$ cat src/rtl/mbus_rd_pkg.sv
package mbus_rd_pkg;
    localparam int ADDR_W = 20;
    localparam int DATA_W = 16;
    localparam int LANE_W = DATA_W / 2;

    typedef enum logic [2:0] {
        PH_IDLE = 3'd0,
        PH_T1   = 3'd1,
        PH_T2   = 3'd2,
        PH_T3   = 3'd3,
        PH_TW   = 3'd4,
        PH_T4   = 3'd5
    } phase_e;

    typedef struct packed {
        phase_e              phase;
        logic [ADDR_W-1:0]   addr;
        logic                io;
        logic                word;
        logic [DATA_W-1:0]   data;
    } seq_s;
endpackage

$ cat src/rtl/mbus_lane_sel.sv
module mbus_lane_sel (
    input  logic word_i,
    input  logic a0_i,
    output logic hbe_n_o,
    output logic a0_o
);
    always_comb begin
        if (word_i) begin
            hbe_n_o = 1'b0;
            a0_o    = 1'b0;
        end else begin
            hbe_n_o = ~a0_i;
            a0_o    = a0_i;
        end
    end
endmodule

$ cat src/rtl/mbus_rd_align.sv
module mbus_rd_align #(
    parameter int DATA_W = 16
) (
    input  logic              word_i,
    input  logic              hi_lane_i,
    input  logic [DATA_W-1:0] bus_i,
    output logic [DATA_W-1:0] data_o
);
    localparam int LANE_W = DATA_W / 2;

    always_comb begin
        if (word_i)
            data_o = bus_i;
        else if (hi_lane_i)
            data_o = {{LANE_W{1'b0}}, bus_i[DATA_W-1:LANE_W]};
        else
            data_o = {{LANE_W{1'b0}}, bus_i[LANE_W-1:0]};
    end
endmodule

$ cat src/rtl/mbus_rd_seq.sv
module mbus_rd_seq
    import mbus_rd_pkg::*;
(
    input  logic              clk,
    input  logic              rst,
    input  logic              req_i,
    input  logic [ADDR_W-1:0] addr_i,
    input  logic              word_i,
    input  logic              io_i,
    output logic [DATA_W-1:0] rdata_o,
    output logic              done_o,
    output logic [ADDR_W-1:0] bus_out_o,
    output logic              bus_oe_o,
    input  logic [DATA_W-1:0] bus_in_i,
    output logic              ale_o,
    output logic              mio_o,
    output logic              hbe_n_o,
    output logic              rd_n_o,
    input  logic              rdy_i
);
    localparam seq_s SEQ_RST = '{phase: PH_IDLE, default: '0};

    seq_s q, d;
    logic lane_hbe_n;
    logic lane_a0;
    logic [DATA_W-1:0] aligned;
    logic active;

    mbus_lane_sel u_lane (
        .word_i (q.word),
        .a0_i   (q.addr[0]),
        .hbe_n_o(lane_hbe_n),
        .a0_o   (lane_a0)
    );

    mbus_rd_align #(.DATA_W(DATA_W)) u_align (
        .word_i   (q.word),
        .hi_lane_i(q.addr[0]),
        .bus_i    (bus_in_i),
        .data_o   (aligned)
    );

    always_comb begin
        d = q;
        case (q.phase)
            PH_IDLE: begin
                if (req_i) begin
                    d.phase = PH_T1;
                    d.addr  = addr_i;
                    d.io    = io_i;
                    d.word  = word_i;
                end
            end
            PH_T1: d.phase = PH_T2;
            PH_T2: d.phase = PH_T3;
            PH_T3, PH_TW: begin
                if (rdy_i) begin
                    d.phase = PH_T4;
                    d.data  = aligned;
                end else begin
                    d.phase = PH_TW;
                end
            end
            PH_T4:   d.phase = PH_IDLE;
            default: d.phase = PH_IDLE;
        endcase
    end

    always_ff @(posedge clk) begin
        if (rst) q <= SEQ_RST;
        else     q <= d;
    end

    assign active    = (q.phase != PH_IDLE);
    assign ale_o     = (q.phase == PH_T1);
    assign bus_oe_o  = (q.phase == PH_T1);
    assign rd_n_o    = !((q.phase == PH_T2) || (q.phase == PH_T3) || (q.phase == PH_TW));
    assign done_o    = (q.phase == PH_T4);
    assign mio_o     = active & q.io;
    assign hbe_n_o   = active ? lane_hbe_n : 1'b1;
    assign bus_out_o = {q.addr[ADDR_W-1:1], lane_a0};
    assign rdata_o   = q.data;
endmodule

$ cat config.mk
export PLATFORM = sky130hd
export DESIGN_NAME = mbus_rd_seq
export DESIGN_NICKNAME = d
export VERILOG_FILES = /design/src/rtl/mbus_rd_pkg.sv /design/src/rtl/mbus_lane_sel.sv /design/src/rtl/mbus_rd_align.sv /design/src/rtl/mbus_rd_seq.sv
export SDC_FILE = /design/constraint.sdc
export NUM_CORES = 1
export LEC_CHECK = 0
export ABC_AREA = 0
export ABC_CLOCK_PERIOD_IN_PS = 1490
export BUFFER_PORTS_ARGS = -buffer_cell sky130_fd_sc_hd__buf_2
export CORE_MARGIN = 2
export CORE_UTILIZATION = 35
export CTS_BUF_LIST = sky130_fd_sc_hd__clkbuf_16
export DETAILED_ROUTE_END_ITERATION = 8
export SLEW_MARGIN = 20
export SYNTH_ARGS = -nofsm -noshare
export SYNTH_HDL_FRONTEND = slang
export SYNTH_HIERARCHICAL = 1
export SYNTH_SLANG_ARGS = --single-unit
$ cat constraint.sdc
create_clock -name clk -period 1.49 [get_ports clk]
set_clock_uncertainty 0.15 [all_clocks]
set_input_delay 0.0745 -clock clk [delete_from_list [all_inputs] [get_ports clk]]
set_output_delay 0.0745 -clock clk [all_outputs]
set_load 0.03 [all_outputs]
==> flow_summary.toml, run 1 <==
[outcome]
status = "complete, but fails checks"
violations = "negative setup slack"

[floorplan]
die_y_um = 83.8
core_um2 = 6240
die_w_um = 83.8
rows = 29
pin_count = 84
start_util_pct = 35.7
dieArea_um2 = 7030

[synthesis]
synthCells = 247
muxShareOfSynthArea_pct = 12.6
synth_top_family_by_area = "simple AND/OR/NAND/NOR gates"
synth-xor-area-share_pct = 0.393
synth_area_um2 = 2230
synth_edf_count = 0
synth-seq-cells = 41
synth_top_area_cell = "dfxtp_1"
avgSynthCellArea_um2 = 9.03
ys_types = 28
synth-async-reset-ratio_pct = 0
synth_nets = 289
synth_ff_type = "dfxtp_1"
yosys-top-cells-area = "dfxtp_1 (37%), buf_4 (14%), nand2b_1 (9.0%)"
synthSimpleGateAreaFrac_pct = 25.7
yosysMostFrequentCell = "nand2_1"
synth-compound-area-share_pct = 6.28
synth_common_cells = "nand2_1 (44), buf_4 (41), dfxtp_1 (41)"
ys_seq_area_share_pct = 36.8
yosysWarnings = 6
synth_fa_ha_area_share_pct = 0
yosysTopAreaCellShare_pct = 36.8

[grt]
grt_pass1_wl_mm = 7.96
track_usage_pct = 13.9
grt_pass1_vias = 1727
grt_antenna_before_repair = 0
grt-ovfl-total = 0
grt_max_degree = 59

[routing]
routedWlPerCell_um = 12.9
drtIter0Drc = 23
final_antenna_net_count = 0
vias = 1769
route.detailed.drc = 0
vias_per_cell = 4.41
drt_wl_total_mm = 5.17
first_pass_iters = 4

[clocking]
clk-insertion-delay-late_ps = 280
cts_root_buf = "clkbuf_16"
cts.sinks = 41
clk_path_buf_depth = 2
clk_pin_slew_ps = 70
cts_tree = "yes"
cts_made_buffers = 5
htreeDepth = 2

[final_layout]
final_nets = 365
fillers = 601
n_antenna_cell = 0
drive_gt1_share_pct = 42.6
layout-area-overhead-vs-synth_pct = 33.9

[power]
ir_drop_mv = 0.712
swShare_pct = 31.7
seq_power_share_pct = 37.0
p_leak_nw = 1.35
pwr-share-comb_pct = 30.7
power_mw = 3.36
internal_power_mw = 2.30
switchingPower_mw = 1.07
p_per_area_nw_per_um2 = 1130
p_clk_share_pct = 32.2

[timing]
layout_min_cycle_time_ps = 1500
clock.fmax_mhz = 667
grt_setup_unrepaired = "true"
hold_violations = 0
fin_crit_sh_pct = 101
setup_tns_ps = -10.5
slew_violations = 0
setup_slack_ps = -10.3
relSlewSlack_pct = 83.0
tightest_slew_ps = 252
setup_viol = 2

[critical_path]
critical_path.max_fanout = 11
startpoint_type = "flip-flop"
cp_data_arrival_time_ps = 1560
critPathCaptureType = "flip-flop"
cp.required_ps = 1550
crit_type = "reg2reg"

[placed_design]
place_hpwl_mm = 3.13
port_buffers = 83
gp_congestion = 0.719

[hold_path]
hp-class = "in2reg"

[run]
maxCapViolations = 0
==> critical path, stage by stage (launching register included) <==
cell	delay [ps]
dfxtp_4	370
buf_6	140
nor4b_4	250
buf_4	180
buf_12	130
nand2_1	70
a21oi_1	140
==> cells in the final DEF, fill, tap and decap left out, types with 6 or more instances in the layout <==
cell type / netlist / routed
buf_2: 0 / 81
nand2_1: 44 / 43
dfxtp_1: 41 / 38
nand2b_1: 32 / 32
dlygate4sd3_1: 0 / 23
a21oi_1: 23 / 22
mux2i_1: 16 / 16
and2_2: 8 / 8
mux2_4: 8 / 8
clkbuf_16: 0 / 7
buf_6: 5 / 7
buf_4: 41 / 6
==> routing by layer <==
| metal | part of all wire [%] | GRT usage (%) | vias to the layer above |
|---|---|---|---|
| li1 | - | - | 910 |
| met1 | 45 | 17.8 | 791 |
| met2 | 48 | 23.1 | 65 |
| met3 | 6.2 | 3.46 | 3 |
| met4 | 0.60 | 4.40 | 0 |
| met5 | 0 | 0 | - |
==> cells by family (layout without fill, tap and decap cells) <==
group / count (synthesis) / count (layout)
mux: 24 / 24
buf+inv: 53 / 130
compound gates: 26 / 26
simple gates: 102 / 102
flops: 41 / 41
xor+xnor: 1 / 1
==> timing repair <==
item	4_1_cts	5_1_grt
hold buffers	23	0
setup buffers	2	2
pin swaps	1	4
endpoints found under the setup margin	4	35
cloned	0	2
hold endpoints to repair	23	0
resized for setup	11	10
==> worst paths after layout <==
path | startpoint | to | slack, ps | cells past startpoint
max | q[39]$_SDFFE_PP0P_ | bus_out_o[7]$_SDFFE_PP0P_ | -10 | 6
min | bus_in_i[5] | rdata_o[5]$_SDFFE_PP0P_ | 40 | 4
max reg2reg | q[39]$_SDFFE_PP0P_ | bus_out_o[7]$_SDFFE_PP0P_ | -10 | 6
min reg2reg | bus_out_o[13]$_SDFFE_PP0P_ | bus_out_o[13]$_SDFFE_PP0P_ | 300 | 2
==> state kept, by name, indices dropped and copies added, names as in the netlist <==
name and flops:
rdata_o 16, q 6, bus_out_o 19
==> power groups by stage <==
stage / combinational, mW / sequential [mW] / clock [mW]
after detailed placement: 0.863 / 1.26 / 0
after global routing: 1.11 / 1.26 / 1.17
after floorplan: 0.740 / 1.25 / 0
after CTS: 0.943 / 1.24 / 1.12
final: 1.03 / 1.25 / 1.08
after global placement: 0.856 / 1.26 / 0
==> per-stage QoR <==
stage          util [%]  hold WS (ps)  area, um2  instances  worst slack (ps)
2_1_floorplan         -          60.5       2240        247             -21.2
3_3_place_gp       39.5           165       2460        364              25.3
3_5_place_dp       39.5           171       2460        364             -2.54
4_1_cts            46.2          39.1       2880        397             -3.76
5_1_grt            47.9          49.7       2990        401             -52.1
6_report           47.9          40.8       2990        401             -10.3
==> final cells by class <==
cell class	instances	area, um2	share of cell area [%]
Sequential cell	41	827	27.7
Multi-Input combinational cell	153	1050	35.1
Clock buffer	5	125	4.19
Clock inverter	3	21.3	0.712
Timing Repair Buffer	122	870	29.1
Tap cell	77	96.3	3.23
No activity file was read; power rests on OpenSTA's default activity.
==> run 2, diff against run 1 <==
--- a/config.mk
+++ b/config.mk
@@ -7,3 +7,2 @@
 export LEC_CHECK = 0
-export ABC_AREA = 0
 export ABC_CLOCK_PERIOD_IN_PS = 1490
==> constraint.sdc (replaced) <==
create_clock -name clk -period 1.49 [get_ports clk]
set_clock_uncertainty 0.15 [all_clocks]
set_input_delay 0.149 -clock clk [delete_from_list [all_inputs] [get_ports clk]]
set_output_delay 0.149 -clock clk [all_outputs]
set_load 0.03 [all_outputs]
==> run 2 against run 1 <==
The run still ends with negative setup slack left. Count of clock-buffer cells in the layout stayed put. Routed wire length is 2.1% lower. Critical path type unchanged. Maximum frequency fell by 1.7%. Largest cell class unchanged.
==> flow_summary.toml, run 2 (synthesized netlist as in run 1, its figures left out) <==
[power]
p_clk_share_pct = 32.4
internal_power_mw = 2.28
swShare_pct = 31.6
p_per_area_nw_per_um2 = 1110
p_leak_nw = 1.34
ir_drop_mv = 0.686
switchingPower_mw = 1.05
pwr-share-comb_pct = 30.2
seq_power_share_pct = 37.4
power_mw = 3.34

[routing]
drt-met1-wl_mm = 2.32
vias_per_cell = 4.44
met3RoutedLength_um = 382
route.detailed.drc = 0
drtIter0Drc = 15
vias = 1776
highest_layer = "met3"
first_pass_iters = 4
wl_met2_mm = 2.36
final_antenna_net_count = 0
drt_wl_total_mm = 5.06
routedWlPerCell_um = 12.7

[floorplan]
die_w_um = 83.8
die_y_um = 83.8
start_util_pct = 35.7
dieArea_um2 = 7030
pin_count = 84
rows = 29
core_um2 = 6240

[critical_path]
startpoint_type = "flip-flop"
critical_path.max_fanout = 22
critical_path.top_delay_family = "buffers and inverters"
cp.required_ps = 1560
critPathCaptureType = "flip-flop"
cp_data_arrival_time_ps = 1590
worstPathBufferInverterCount = 3
cpMostUsedCell = "buf_12"
max_stage_delay_ps = 340
critPathSlowestCell = "dfxtp_2"
crit_type = "reg2reg"
path_cells = "buf_6, buf_12, nor4b_4, buf_12, nand2_1, a21oi_2"

[hold_path]
hp-class = "in2reg"

[clocking]
cts_made_buffers = 5
htreeDepth = 2
clk_pin_slew_ps = 60
clk_path_buf_depth = 2
clk-insertion-delay-late_ps = 280
cts_root_buf = "clkbuf_16"
cts.sinks = 41
cts_tree = "yes"

[final_layout]
final_nets = 364
n_antenna_cell = 0
most-common-layout-cells = "buf_2 (78), nand2_1 (44), dfxtp_1 (37)"
seq_area_um2 = 828
largest_reg_flops = 19
layout-area-overhead-vs-synth_pct = 34.5
final_common_cell = "buf_2"
fillers = 611
multi_input_area_um2 = 1060
drive_gt1_share_pct = 44.6

[grt]
grt_max_degree = 59
grt_antenna_before_repair = 0
grt_pass1_wl_mm = 8.15
track_usage_pct = 14.0
grt-ovfl-total = 0
grt_pass1_vias = 1753

[timing]
slew_violations = 0
hold_violations = 0
fin_crit_sh_pct = 102
grt_setup_unrepaired = "true"
setup_viol = 23
tightest_slew_ps = 267
relSlewSlack_pct = 82.1
setup_slack_ps = -35.9
layout_min_cycle_time_ps = 1530
clock.fmax_mhz = 655

[outcome]
violations = "negative setup slack"
status = "complete, but fails checks"

[placed_design]
port_buffers = 83
gp_congestion = 0.734
pre_cts_slack_ps = 1.36
place_hpwl_mm = 3.08

[run]
maxCapViolations = 0
==> run 2: worst register-to-register path, stage by stage, from the launching register on <==
cell	delay (ps)
dfxtp_2	340
buf_6	130
buf_12	120
nor4b_4	320
buf_12	200
nand2_1	90
a21oi_2	120
==> run 2: path summary, 6_finish.rpt <==
check             cells after the start                          to  slack, ps                       start
hold / removal                        3          q[38]$_SDFFE_PP0P_         40                       rdy_i
hold reg to reg                       2  bus_out_o[13]$_SDFFE_PP0P_        300  bus_out_o[13]$_SDFFE_PP0P_
setup reg to reg                      6   bus_out_o[1]$_SDFFE_PP0P_        -40          q[40]$_SDFFE_PP0P_
setup / recovery                      6   bus_out_o[1]$_SDFFE_PP0P_        -40          q[40]$_SDFFE_PP0P_
==> run 2: power by group through the flow <==
stage               logic, mW  clock network, mW  registers, mW
floorplan               0.740                  0           1.25
global placement        0.852                  0           1.26
detailed placement      0.859                  0           1.26
CTS                     0.972               1.13           1.25
global route             1.09               1.17           1.26
finish                   1.01               1.08           1.25
==> run 2: stage by stage <==
step                      hold WS [ps]  area [um2]  util [%]  std cells  setup TNS, ps
after floorplan                    135        2240         -        247           -416
after detailed placement           245        2460      39.5        364              0
final                             42.6        3000      48.1        400           -376
after global placement             239        2460      39.5        364              0
after CTS                         17.0        2940      47.0        398           -402
after global routing              47.7        3000      48.1        400          -3020
==> run 2: metal layers <==
| metal | GRT usage (%) | up-vias |
|---|---|---|
| li1 | - | 907 |
| met1 | 18.0 | 804 |
| met2 | 23.6 | 65 |
| met3 | 4.35 | 0 |
| met4 | 2.20 | 0 |
| met5 | 0 | - |
==> run 2: cell type report <==
class | count | area share, %
sequential | 41 | 27.6
timing repair buffer | 121 | 28.9
multi-input combinational | 153 | 35.3
clock inverter | 3 | 0.834
clock buffer | 5 | 4.17
tap | 77 | 3.21
==> run 2: timing repair <==
item / in CTS / in global routing
resized for setup: 20 / 12
cloned: 0 / 1
hold endpoints to repair: 22 / 0
setup buffers: 4 / 1
hold buffers: 22 / 0
pin swaps: 2 / 1
endpoints found under the setup margin: 8 / 44
==> run 3, diff against run 2 <==
- CTS_BUF_LIST: sky130_fd_sc_hd__clkbuf_16 -> sky130_fd_sc_hd__clkbuf_8
==> run 3 against run 2 <==
The flow still finishes with violations (negative setup slack). Clock power decreased by 30%. Sequential power hardly changed. Register-to-register slack worse by 50 ps. First-iteration DRC count is 53% higher. Via count increased by 1.7%. Worst hold slack gained 56 ps. Critical path depth up 1. Global-route usage rose by 0.44 points. Power decreased by 5.3%. Sequential cell count stayed put. Routed wire length is 7.3% higher. Cell count grew 1.0%. Critical path type unchanged. Largest cell class unchanged.
==> flow_summary.toml, run 3 (synthesized netlist as in run 1, its figures left out) <==
[timing]
setup_tns_ps = -1740
setup_slack_ps = -90.6
fin_crit_sh_pct = 106
grt_setup_unrepaired = "true"
setup_viol = 34
hold_violations = 0
layout_min_cycle_time_ps = 1580
clock.fmax_mhz = 633
slew_violations = 0
relSlewSlack_pct = 81.8
tightest_slew_ps = 271

[power]
p_per_area_nw_per_um2 = 1030
internal_power_mw = 2.07
ir_drop_mv = 0.504
seq_power_share_pct = 39.5
p_leak_nw = 1.37
p_clk_share_pct = 24.0
switchingPower_mw = 1.09
pwr-share-comb_pct = 36.4
swShare_pct = 34.4

[clocking]
cts_root_buf = "clkbuf_8"
cts_made_buffers = 5
htreeDepth = 2
clk_path_buf_depth = 2
cts_tree = "yes"
clk_pin_slew_ps = 90
cts.sinks = 41
clk-insertion-delay-late_ps = 290

[grt]
grt_pass1_wl_mm = 8.30
grt_max_degree = 59
grt_pass1_vias = 1769
grt_antenna_before_repair = 0
track_usage_pct = 14.4
grt-ovfl-total = 0

[final_layout]
final_nets = 368
seq_area_um2 = 830
n_antenna_cell = 0
fin_area_um2 = 3080
most-common-layout-cells = "buf_2 (77), dfxtp_1 (36), nand2_1 (34)"
layout-area-overhead-vs-synth_pct = 37.9
largest_reg_flops = 19
multi_input_area_um2 = 1120
final_common_cell = "buf_2"
drive_gt1_share_pct = 49.5
fillers = 599

[critical_path]
cp.required_ps = 1570
critical_path.max_fanout = 5
critPathSlowestCell = "dfxtp_2"
crit_type = "reg2reg"
reg2reg_depth = 7
critical_path.top_delay_family = "buffers and inverters"
max_stage_delay_ps = 350
critPathCaptureType = "flip-flop"
crit_cells = 7
path_cells = "buf_6, buf_6, nor4b_4, buf_6, clkbuf_16, nand2_2, a21oi_2"
worstPathBufferInverterCount = 4
startpoint_type = "flip-flop"
cp_data_arrival_time_ps = 1660
cpMostUsedCell = "buf_6"

[floorplan]
pin_count = 84
start_util_pct = 35.7
die_w_um = 83.8
core_um2 = 6240
die_y_um = 83.8
dieArea_um2 = 7030
rows = 29

[routing]
first_pass_iters = 4
final_antenna_net_count = 0
vias_per_cell = 4.47
route.detailed.drc = 0
drtIter0Drc = 23
drt_wl_total_mm = 5.43
vias = 1806
routedWlPerCell_um = 13.4

[hold_path]
hp-class = "in2reg"
whs_path_depth = 4

[placed_design]
gp_congestion = 0.734
place_hpwl_mm = 3.08
place_area_um2 = 2460
port_buffers = 83

[outcome]
violations = "negative setup slack"
status = "complete, but fails checks"

[run]
maxCapViolations = 0
run 3: cell types whose count changed in the layout (fill, tap and decap cells not counted), sizes merged:
cell and delta:
clkbuf +2, buf +1, dlygate4sd3 +1
run 3: power groups by stage:
stage / clock [mW] / sequential [mW] / combinational, mW
CTS: 0.812 / 1.25 / 0.985
global placement: 0 / 1.26 / 0.852
finish: 0.760 / 1.25 / 1.15
floorplan: 0 / 1.25 / 0.740
global route: 0.845 / 1.26 / 1.23
detailed placement: 0 / 1.26 / 0.859
run 3: worst min-delay path, delay by kind of cell:
kind / cells / cell delay (ps)
muxes: 2 / 240
buffers and inverters: 1 / 70
and+or+nand+nor: 1 / 50
run 3: metal layers:
layer / vias to the layer above / global-route usage (%) / part of all wire, %
met1: 820 / 17.6 / 43
met2: 65 / 24.4 / 49
met5: - / 0 / 0
met3: 7 / 4.55 / 6.8
li1: 914 / - / -
met4: 0 / 4.40 / 0.96
run 3: metrics by stage:
step	worst slack [ps]	cells	hold WS (ps)	util, %	total power, mW
after global routing	-141	404	136	49.3	3.34
final	-90.6	404	98.4	49.3	3.16
after global placement	26.3	364	239	39.5	2.11
after floorplan	-21.2	247	135	-	1.99
after CTS	-64.9	399	89.3	46.3	3.04
after detailed placement	1.36	364	245	39.5	2.12
run 3: repair_timing:
action / CTS / global route
buffers inserted: 4 / 2
hold endpoints to repair: 23 / 0
pin swaps: 3 / 9
endpoints found under the setup margin: 11 / 44
cloned: 0 / 3
hold buffers: 23 / 0
gates resized for setup: 24 / 29
run 3: path summary, 6_finish.rpt:
path / startpoint / endpoint / slack [ps]
worst max register to register: q[40]$_SDFFE_PP0P_ / bus_out_o[7]$_SDFFE_PP0P_ / -90
worst max-delay path: q[40]$_SDFFE_PP0P_ / bus_out_o[7]$_SDFFE_PP0P_ / -90
worst min-delay path: bus_in_i[5] / rdata_o[5]$_SDFFE_PP0P_ / 100
worst min register to register: q[17]$_SDFFE_PP0P_ / q[17]$_SDFFE_PP0P_ / 310
run 3: area by class of cell:
class / instances / area share [%]
clock inverters: 3 / 0.814
multi-input cells: 153 / 36.5
clock buffers: 5 / 2.24
repair buffers: 125 / 30.4
well taps: 77 / 3.13
flip-flops and latches: 41 / 27.0
